`config.mk`:
```
export PLATFORM = sky130hd
export DESIGN_NAME = pfx_opmap_parser
export DESIGN_NICKNAME = d
export VERILOG_FILES = /design/src/rtl/opf_pkg.sv /design/src/rtl/opf_byte_class.sv /design/src/rtl/opf_vesc_fields.sv /design/src/rtl/pfx_opmap_parser.sv
export SDC_FILE = /design/constraint.sdc
export NUM_CORES = 1
export LEC_CHECK = 0
export BUFFER_PORTS_ARGS = -buffer_cell sky130_fd_sc_hd__buf_2
export CAP_MARGIN = 0
export CORE_ASPECT_RATIO = 1.1
export CORE_MARGIN = 2
export CORE_UTILIZATION = 32
export CTS_CLUSTER_SIZE = 25
export DETAILED_ROUTE_END_ITERATION = 10
export PLACE_DENSITY = 0.46
export SKIP_LAST_GASP = 1
export SYNTH_ARGS = -nofsm -noshare
export SYNTH_HDL_FRONTEND = slang
export SYNTH_SLANG_ARGS = --single-unit
export TNS_END_PERCENT = 10
```
`constraint.sdc`:
```
create_clock -name clk -period 4.7 [get_ports clk]
set_input_delay 0.705 -clock clk [delete_from_list [all_inputs] [get_ports clk]]
set_output_delay 0.705 -clock clk [all_outputs]
set_load 0.02 [all_outputs]
```
`src/rtl/opf_pkg.sv`:
```
package opf_pkg;
  localparam int BYTE_W = 8;
  localparam int MAP_W  = 5;
  localparam int VREG_W = 4;

  typedef logic [BYTE_W-1:0] byte_t;

  localparam byte_t B_OSZ   = 8'h66;
  localparam byte_t B_REP   = 8'hF3;
  localparam byte_t B_REPNE = 8'hF2;
  localparam byte_t B_ESC   = 8'h0F;
  localparam byte_t B_ESC38 = 8'h38;
  localparam byte_t B_ESC3A = 8'h3A;
  localparam byte_t B_V3    = 8'hC4;
  localparam byte_t B_V2    = 8'hC5;
  localparam byte_t B_AV    = 8'h8F;

  localparam logic [1:0] MPC_NONE = 2'd0;
  localparam logic [1:0] MPC_66   = 2'd1;
  localparam logic [1:0] MPC_F3   = 2'd2;
  localparam logic [1:0] MPC_F2   = 2'd3;

  typedef enum logic [2:0] {
    ST_PFX, ST_ESC1, ST_OPC, ST_V3B1, ST_V3B2, ST_V2B1, ST_ACHK, ST_DONE
  } st_e;

  typedef struct packed {
    logic [MAP_W-1:0]  map;
    logic [1:0]        mpc;
    logic              w;
    logic              r;
    logic              x;
    logic              b;
    logic [VREG_W-1:0] vreg;
    logic              len;
    logic              vesc;
  } acc_t;
endpackage

```
`src/rtl/opf_byte_class.sv`:
```
module opf_byte_class
  import opf_pkg::*;
(
  input  byte_t      byte_i,
  output logic       is_mpfx,
  output logic [1:0] mpfx_cls,
  output logic       is_ext,
  output logic       is_esc,
  output logic       is_v3,
  output logic       is_v2,
  output logic       is_av
);
  always_comb begin
    is_mpfx  = 1'b0;
    mpfx_cls = MPC_NONE;
    case (byte_i)
      B_OSZ:   begin is_mpfx = 1'b1; mpfx_cls = MPC_66; end
      B_REP:   begin is_mpfx = 1'b1; mpfx_cls = MPC_F3; end
      B_REPNE: begin is_mpfx = 1'b1; mpfx_cls = MPC_F2; end
      default: ;
    endcase
  end

  assign is_ext = (byte_i[BYTE_W-1:4] == 4'b0100);
  assign is_esc = (byte_i == B_ESC);
  assign is_v3  = (byte_i == B_V3);
  assign is_v2  = (byte_i == B_V2);
  assign is_av  = (byte_i == B_AV);
endmodule

```
`src/rtl/opf_vesc_fields.sv`:
```
module opf_vesc_fields
  import opf_pkg::*;
#(
  parameter int ALT_MIN_MAP = 8
) (
  input  byte_t             byte_i,
  output logic              t_r,
  output logic              t_x,
  output logic              t_b,
  output logic [MAP_W-1:0]  sel_map,
  output logic              is_alt,
  output logic              w_bit,
  output logic [VREG_W-1:0] vreg,
  output logic              len,
  output logic [1:0]        mpc
);
  // first payload byte of the three-byte forms
  assign t_r     = ~byte_i[7];
  assign t_x     = ~byte_i[6];
  assign t_b     = ~byte_i[5];
  assign sel_map = byte_i[MAP_W-1:0];
  assign is_alt  = (int'(byte_i[MAP_W-1:0]) >= ALT_MIN_MAP);
  // second payload byte (three-byte) or only payload byte (two-byte)
  assign w_bit   = byte_i[7];
  assign vreg    = ~byte_i[6:3];
  assign len     = byte_i[2];
  assign mpc     = byte_i[1:0];
endmodule

```
`src/rtl/pfx_opmap_parser.sv`:
```
module pfx_opmap_parser
  import opf_pkg::*;
#(
  parameter int ALT_MIN_MAP = 8
) (
  input  logic              clk,
  input  logic              rst,
  input  logic              in_valid,
  input  logic [BYTE_W-1:0] in_data,
  output logic              in_ready,
  output logic              rec_valid,
  output logic [MAP_W-1:0]  rec_map,
  output logic [BYTE_W-1:0] rec_opcode,
  output logic [1:0]        rec_mpc,
  output logic              rec_w,
  output logic              rec_r,
  output logic              rec_x,
  output logic              rec_b,
  output logic [VREG_W-1:0] rec_vreg,
  output logic              rec_len256,
  output logic              rec_vesc,
  output logic              rec_sfx,
  output logic              rec_spill_valid,
  output logic [BYTE_W-1:0] rec_spill_byte
);
  st_e  state, nxt_state;
  acc_t acc, nxt_acc;

  logic             emit, e_sfx, e_spill;
  logic [MAP_W-1:0] e_map;
  byte_t            e_op;

  logic       c_mpfx, c_ext, c_esc, c_v3, c_v2, c_av;
  logic [1:0] c_cls;

  logic              f_r, f_x, f_b, f_alt, f_w, f_len;
  logic [MAP_W-1:0]  f_map;
  logic [VREG_W-1:0] f_vreg;
  logic [1:0]        f_mpc;

  opf_byte_class u_class (
    .byte_i   (in_data),
    .is_mpfx  (c_mpfx),
    .mpfx_cls (c_cls),
    .is_ext   (c_ext),
    .is_esc   (c_esc),
    .is_v3    (c_v3),
    .is_v2    (c_v2),
    .is_av    (c_av)
  );

  opf_vesc_fields #(.ALT_MIN_MAP(ALT_MIN_MAP)) u_fields (
    .byte_i  (in_data),
    .t_r     (f_r),
    .t_x     (f_x),
    .t_b     (f_b),
    .sel_map (f_map),
    .is_alt  (f_alt),
    .w_bit   (f_w),
    .vreg    (f_vreg),
    .len     (f_len),
    .mpc     (f_mpc)
  );

  assign in_ready = (state != ST_DONE);

  always_comb begin
    nxt_state = state;
    nxt_acc   = acc;
    emit      = 1'b0;
    e_sfx     = 1'b0;
    e_spill   = 1'b0;
    e_map     = acc.map;
    e_op      = in_data;
    if (state == ST_DONE) begin
      nxt_state = ST_PFX;
    end else if (in_valid) begin
      case (state)
        ST_PFX: begin
          if (c_mpfx) begin
            nxt_acc.mpc = c_cls;
            {nxt_acc.w, nxt_acc.r, nxt_acc.x, nxt_acc.b} = 4'b0000;
          end else if (c_ext) begin
            {nxt_acc.w, nxt_acc.r, nxt_acc.x, nxt_acc.b} = in_data[3:0];
          end else if (c_esc) begin
            nxt_state = ST_ESC1;
          end else if (c_v3) begin
            nxt_state = ST_V3B1;
          end else if (c_v2) begin
            nxt_state = ST_V2B1;
          end else if (c_av) begin
            nxt_state = ST_ACHK;
          end else begin
            emit  = 1'b1;
            e_map = MAP_W'(0);
          end
        end
        ST_ESC1: begin
          if (in_data == B_ESC38) begin
            nxt_acc.map = MAP_W'(2);
            nxt_state   = ST_OPC;
          end else if (in_data == B_ESC3A) begin
            nxt_acc.map = MAP_W'(3);
            nxt_state   = ST_OPC;
          end else begin
            emit  = 1'b1;
            e_map = MAP_W'(1);
            e_sfx = (in_data == B_ESC);
          end
        end
        ST_OPC: begin
          emit  = 1'b1;
          e_map = acc.map;
        end
        ST_V3B1, ST_ACHK: begin
          if (state == ST_V3B1 || f_alt) begin
            nxt_acc.r    = f_r;
            nxt_acc.x    = f_x;
            nxt_acc.b    = f_b;
            nxt_acc.map  = f_map;
            nxt_acc.vesc = 1'b1;
            nxt_state    = ST_V3B2;
          end else begin
            emit    = 1'b1;
            e_map   = MAP_W'(0);
            e_op    = B_AV;
            e_spill = 1'b1;
          end
        end
        ST_V3B2: begin
          nxt_acc.w    = f_w;
          nxt_acc.vreg = f_vreg;
          nxt_acc.len  = f_len;
          nxt_acc.mpc  = f_mpc;
          nxt_state    = ST_OPC;
        end
        ST_V2B1: begin
          nxt_acc.r    = f_r;
          nxt_acc.x    = 1'b0;
          nxt_acc.b    = 1'b0;
          nxt_acc.w    = 1'b0;
          nxt_acc.vreg = f_vreg;
          nxt_acc.len  = f_len;
          nxt_acc.mpc  = f_mpc;
          nxt_acc.map  = MAP_W'(1);
          nxt_acc.vesc = 1'b1;
          nxt_state    = ST_OPC;
        end
        default: nxt_state = ST_PFX;
      endcase
      if (emit) begin
        nxt_state = ST_DONE;
        nxt_acc   = '0;
      end
    end
  end

  always_ff @(posedge clk) begin
    if (rst) begin
      state           <= ST_PFX;
      acc             <= '0;
      rec_valid       <= 1'b0;
      rec_map         <= '0;
      rec_opcode      <= '0;
      rec_mpc         <= MPC_NONE;
      rec_w           <= 1'b0;
      rec_r           <= 1'b0;
      rec_x           <= 1'b0;
      rec_b           <= 1'b0;
      rec_vreg        <= '0;
      rec_len256      <= 1'b0;
      rec_vesc        <= 1'b0;
      rec_sfx         <= 1'b0;
      rec_spill_valid <= 1'b0;
      rec_spill_byte  <= '0;
    end else begin
      state     <= nxt_state;
      acc       <= nxt_acc;
      rec_valid <= emit;
      if (emit) begin
        rec_map         <= e_map;
        rec_opcode      <= e_op;
        rec_mpc         <= acc.mpc;
        rec_w           <= acc.w;
        rec_r           <= acc.r;
        rec_x           <= acc.x;
        rec_b           <= acc.b;
        rec_vreg        <= acc.vreg;
        rec_len256      <= acc.len;
        rec_vesc        <= acc.vesc;
        rec_sfx         <= e_sfx;
        rec_spill_valid <= e_spill;
        rec_spill_byte  <= e_spill ? in_data : '0;
      end
    end
  end

  AST_RESET_QUIET: assert property (@(posedge clk) $past(rst) |-> (!rec_valid && in_ready));
  AST_PULSE_ONE: assert property (@(posedge clk) disable iff (rst) rec_valid |=> !rec_valid);
  AST_READY_GAP: assert property (@(posedge clk) disable iff (rst) rec_valid |-> !in_ready);
  AST_LEGACY_CLEAN: assert property (@(posedge clk) disable iff (rst) (rec_valid && !rec_vesc) |-> (rec_vreg == '0 && !rec_len256 && int'(rec_map) <= 3));
  AST_SFX_SHAPE: assert property (@(posedge clk) disable iff (rst) (rec_valid && rec_sfx) |-> (rec_map == MAP_W'(1) && rec_opcode == B_ESC && !rec_vesc));
  AST_SPILL_SHAPE: assert property (@(posedge clk) disable iff (rst) (rec_valid && rec_spill_valid) |-> (rec_opcode == B_AV && rec_map == '0 && int'(rec_spill_byte[MAP_W-1:0]) < ALT_MIN_MAP));
endmodule

```
; Word level (Yosys, flattened, before mapping)
; Index checks and enable logic that the tools add are counted.
[op_classes]
n_reduce_logical = 18
magnitude_cmp = 1
bitwise = 5
eq_ne = 26
n_mux = 66
[op_table]
columns = cell, n
row1 = 2-to-1 mux 5 bit, 15
row2 = "equality test 8 bit, second input constant", 5
row3 = 2-to-1 mux 8 bit, 5
row4 = 2-to-1 mux 3 bit, 11
row5 = case mux 5 bit (3 select lines), 2
row6 = 2-to-1 mux 1 bit, 23
row7 = case mux 3 bit (3 select lines), 2
row8 = 2-to-1 mux 17 bit, 1
row9 = "equality test 8 x 6 -> 1 bit, second input constant", 2
row10 = "!= test 3 bit, second input constant", 5
row11 = case mux 3 bit (5 select lines), 1
row12 = "equality test 3 bit, second input constant", 4
row13 = AND reduction 4 bit, 3
row14 = nonzero test 4 bit, 3
row15 = AND reduction 5 bit, 2
row16 = "equality test 8 x 4 -> 1 bit, second input constant", 1
row17 = "equality test 8 x 7 -> 1 bit, second input constant", 1
row18 = 2-to-1 mux 4 bit, 2
row19 = "!= test 4 bit, second input constant", 2
row20 = AND reduction 7 bit, 1
row21 = "equality test 3 x 2 -> 1 bit, second input constant", 2
row22 = "!= test 6 bit, second input constant", 1
row23 = case mux 2 bit (3 select lines), 1
row24 = OR reduction 2 bit, 3
row25 = other kinds (15), 18
[totals]
output_inout_bits = 37
register_bits = 56
elab_cells = 140

; Longest topological paths before layout
[logic_depth]
depth_word = 12
ltp_mapped = 10
depth_no_buf = 6

; Modules after synthesis
; From an unflattened synthesis, not the netlist that was laid out.
[hier_totals]
hier_cells = 320
hier_area_um2 = 2782.7
[modules_own_cells]
columns = module, n_inst, cells_each, seq_area_each_um2, area_each_um2
row1 = pfx_opmap_parser, 1, 286, 1121.1, 2556.2
row2 = opf_byte_class, 1, 17, 0.0, 118.9
row3 = opf_vesc_fields, 1, 17, 0.0, 107.6

; Worst setup path before layout
; No wires, ideal clock.
[synth_timing]
path_kind = in2reg
startpoint = in in_data[3]
endpoint = reg acc[2] in the netlist's numbering
path_buffers = 3
arrival_time_ns = 2.476
setup_time_ns = 0.100
slack_ns = 2.125
cell_stages = 9
cell_sequence = buf_2 -> or4b_4 -> o211a_4 -> a21oi_4 -> o21a_4 -> buf_6 -> nor2_2 -> buf_6 -> a2111oi_4
[synth_via]
elab_chain_len = 12
[synth_lines]
columns = element, line_no
row1 = "start, declared", pfx_opmap_parser.sv:9  ; input logic [BYTE_W-1:0] in_data,
row2 = equality test 8 bit, opf_byte_class.sv:28  ; assign is_av = (byte_i == B_AV);
row3 = 2-to-1 mux 1 bit, pfx_opmap_parser.sv:91  ; end else if (c_av) begin
row4 = 2-to-1 mux 1 bit, pfx_opmap_parser.sv:89  ; end else if (c_v2) begin
row5 = 2-to-1 mux 1 bit, pfx_opmap_parser.sv:87  ; end else if (c_v3) begin
row6 = 2-to-1 mux 1 bit, pfx_opmap_parser.sv:85  ; end else if (c_esc) begin
row7 = 2-to-1 mux 1 bit, pfx_opmap_parser.sv:83  ; end else if (c_ext) begin
row8 = 2-to-1 mux 1 bit, pfx_opmap_parser.sv:80  ; if (c_mpfx) begin
row9 = case mux 1 bit (4 select lines), pfx_opmap_parser.sv:78  ; case (state)
row10 = 2-to-1 mux 1 bit, pfx_opmap_parser.sv:77  ; end else if (in_valid) begin
row11 = 2-to-1 mux 1 bit, pfx_opmap_parser.sv:75  ; if (state == ST_DONE) begin
row12 = nonzero test 2 bit (no source line), -
row13 = AND reduction 3 bit (no source line), -
row14 = "end signal, assigned", pfx_opmap_parser.sv:178  ; acc <= nxt_acc;
row15 = "end, declared", pfx_opmap_parser.sv:27  ; acc_t acc, nxt_acc;
; Parallel ways exist; a longest one is shown, timed or not. The select of a mux whose other input is x is not followed.
; A chain may end at the register's enable or synchronous reset.

; Worst setup path after layout
[layout_timing]
startpoint = in in_data[2]
endpoint = reg acc[14] in the netlist's numbering
[layout_via]
elab_chain_len = 12
[layout_lines]
columns = element, line_no
row1 = equality test 8 bit, opf_byte_class.sv:28
row2 = 2-to-1 mux 1 bit, pfx_opmap_parser.sv:91
row3 = 2-to-1 mux 1 bit, pfx_opmap_parser.sv:89
row4 = 2-to-1 mux 1 bit, pfx_opmap_parser.sv:87
row5 = 2-to-1 mux 1 bit, pfx_opmap_parser.sv:85
row6 = 2-to-1 mux 1 bit, pfx_opmap_parser.sv:83
row7 = 2-to-1 mux 1 bit, pfx_opmap_parser.sv:80
row8 = case mux 1 bit (4 select lines), pfx_opmap_parser.sv:78
row9 = 2-to-1 mux 1 bit, pfx_opmap_parser.sv:77
row10 = 2-to-1 mux 1 bit, pfx_opmap_parser.sv:75
row11 = "!= test 4 bit (no source line), or another cell as far along", -
row12 = AND reduction 5 bit (no source line), -
; Parallel ways exist; a longest one is shown, timed or not. The select of a mux whose other input is x is not followed.

==> impl_results.md <==
* Status: finished clean
* Design area at 3326 um2
* Die Area at 10000 um2
* Crit. End Element: register
* First-pass DRT Iterations at 4
* Total number of vias at 2807
* FILL cells at 962
* Max Cap Violations at 0
* CP arrival at 3140 ps
* Number of synthesized flops with an enable pin at 0
* Rows at 36
* P_leak at 1.197 nW
* Clock Tree Buf Depth at 2
* WL final at 9.098 mm
* Cells after synthesis at 363
* Gr usage total at 0.1822
* Global-route wire length before repair at 14.41 mm
* Req. time, crit path at 4900 ps
* Actual slew at the worst max-slew pin at 703.7 ps
* Worst-path clk slew at 100 ps
* # DRC at 0
* Layout cells sized above 1 at 0.2063
* # IOs at 48
* Final Hold Viols at 0
* Startpoint Class: input port
* Slew Viols, Final at 0
* Die Span Y at 104.7 um
* Non-filler cells, final at 497
* VDD IR max at 0.1296 mV
* Initial Util at 0.3307
* Vias in the first global route at 2558
* Count leader, synth: dfxtp_1
* Synth Flop Type: dfxtp_1
* DR vias/cell at 5.648
* Chip Width at 95.53 um
* Final Util at 0.3729
* Synth Area per Inst at 8.124 um2
* Post-synthesis sequential area ratio at 0.3801
* Crit path max fanout at 22
* Htree depth at 2
* ANT cells at 0
* PwrDens at 344.8 nW/um2
* Clock Latency Late Sink at 300 ps
* Clk sink count at 56
* Nets at 394
* Initial antenna violation count at 0
* RR Endpoint: acc[14]$_SDFFE_PP0P_
* Hold wc startpoint: acc[5]$_SDFFE_PP0P_
* Async SR Flop Fraction at 0
* Routed len/inst at 18.31 um
* Main area contributors after synthesis: dfxtp_1 38%, a21oi_1 7.1%, o21ai_0 5.6%
* Crit path kind: input port to register
* Port bufs at 47
* RSZ-0062 raised after global routing: false
* Mapped Nets at 374
* Post-synth top cells: 56 x dfxtp_1, 42 x a21oi_1, 33 x o21ai_0, 27 x clkbuf_1, 21 x nand3_1
* R2r setup slk at 1800 ps
* Mapped Area at 2949 um2
* CTS resizes at 0
* CTS tree: yes
* Fmax at 339.7 MHz
* Cts hold-fix bufs at 0
* FF-to-FF path depth at 6
* Area leader, netlist: dfxtp_1
* GP Congestion at 0.8859
* Congestion Overflow GR at 0
* Routed Antenna Nets at 0
* Endpoints failing setup at 0
* Slew headroom at 0.5304
* Post-synthesis cell type count at 62
* Placed cells at 490
* Critical path startpoint: in_data[2]
* Area of the core at 8919 um2
* Yosys warns at 0
* Pin count of the biggest net entering global routing at 40
* TNS Setup at 0 ps
* Area growth syn-to-layout at 12.77%
* Hold WC Path Type: register to register
* Seq cells post-synth at 56
* Crit path to: acc[14]$_SDFFE_PP0P_
* 1st-iter DRT viols at 285
* Clk_skew at 6.286 ps
* Post-DP HPWL at 6.145 mm
* Setup bufs post-CTS at 0
* CTS Buf Count at 5
* Fin crit period at 2943 ps
* Clock root buffer master: clkbuf_8
* Dpl cell area at 3197 um2
* Yosys top cell area share at 0.3801
* Reg2reg start: state[1]$_SDFFE_PP0P_
* Crit share post-route at 0.6263
[placed cells by master, fill, tap and decap left out, types with 4 or more instances in the layout]
cell	instances
nor4_1	4
o211ai_1	7
inv_1	8
o41ai_1	5
buf_4	7
nand2b_1	4
o32ai_1	5
nor3_1	15
a31oi_1	6
dfxtp_1	56
buf_2	47
nand3_1	21
nor2_1	19
o21ai_0	33
a21oi_1	41
o21a_1	5
clkbuf_8	5
nand2_1	19
nand4_1	16
[cell families after synthesis]
logic type | count (synthesis) | synth area share
compound gates | 132 | 0.3131
mux | 1 | 0.003394
simple gates | 123 | 0.2257
buf+inv | 50 | 0.07467
xor+xnor | 1 | 0.002970
flops | 56 | 0.3801
[flip-flops by register name (all words and copies together) (netlist names)]
register / count
rec_x: 1
rec_spill_valid: 1
rec_mpc: 2
rec_sfx: 1
rec_vesc: 1
rec_spill_byte: 8
rec_valid: 1
rec_opcode: 8
state: 3
rec_b: 1
rec_vreg: 4
rec_r: 1
rec_map: 5
acc: 17
rec_len256: 1
rec_w: 1
[worst min path at each step]
| stage | endpoint | slack, ps | cells past startpoint |
|---|---|---|---|
| global route | rec_mpc[1]$_SDFFE_PP0P_ | 500 | 2 |
| finish | rec_vreg[3]$_SDFFE_PP0P_ | 470 | 2 |
| CTS | rec_vreg[3]$_SDFFE_PP0P_ | 480 | 2 |
| global placement | rec_map[1]$_SDFFE_PP0P_ | 460 | 2 |
| floorplan | acc[7]$_SDFFE_PP0P_ | 440 | 2 |
| detailed placement | rec_vreg[3]$_SDFFE_PP0P_ | 460 | 2 |
[critical path, stage by stage]
cell	delay, ps
buf_2	270
nand3b_2	250
o41ai_1	110
or2_1	310
o21ai_2	540
buf_4	370
o21ai_1	170
o41ai_1	400
[layout make-up]
class                   instances  area [um2]  area share
clock buffers                   5       68.82     0.02069
clock inverters                 2       60.06     0.01806
inverters                       9       33.78     0.01016
multi-input cells             257        1612      0.4846
flip-flops and latches         56        1121      0.3371
well taps                     114       142.6     0.04289
repair buffers                 54       287.8     0.08653
[per-layer routing]
layer	vias up	track usage	routed length [um]
met2	71	0.2977	4418
li1	1383	-	-
met1	1344	0.2478	4183
met4	0	0.03265	76
met5	-	0	0
met3	9	0.03893	420
[power by group]
group,total [mW],internal [mW],switching (mW)
Sequential,0.514,0.495,0.0190
Clock,0.364,0.210,0.154
Combinational,0.269,0.0805,0.188
Total,1.15,0.786,0.361
[per-stage QoR]
step / hold WS (ps) / total power, mW / setup slack [ps]
floorplan: 438.4 / 0.7282 / 2125
global placement: 459.8 / 0.7936 / 1562
detailed placement: 462.1 / 0.7931 / 1502
CTS: 476.4 / 1.160 / 1790
global route: 495.1 / 1.204 / 1538
finish: 470.5 / 1.147 / 1757
Power figures use the tool's default switching activity.
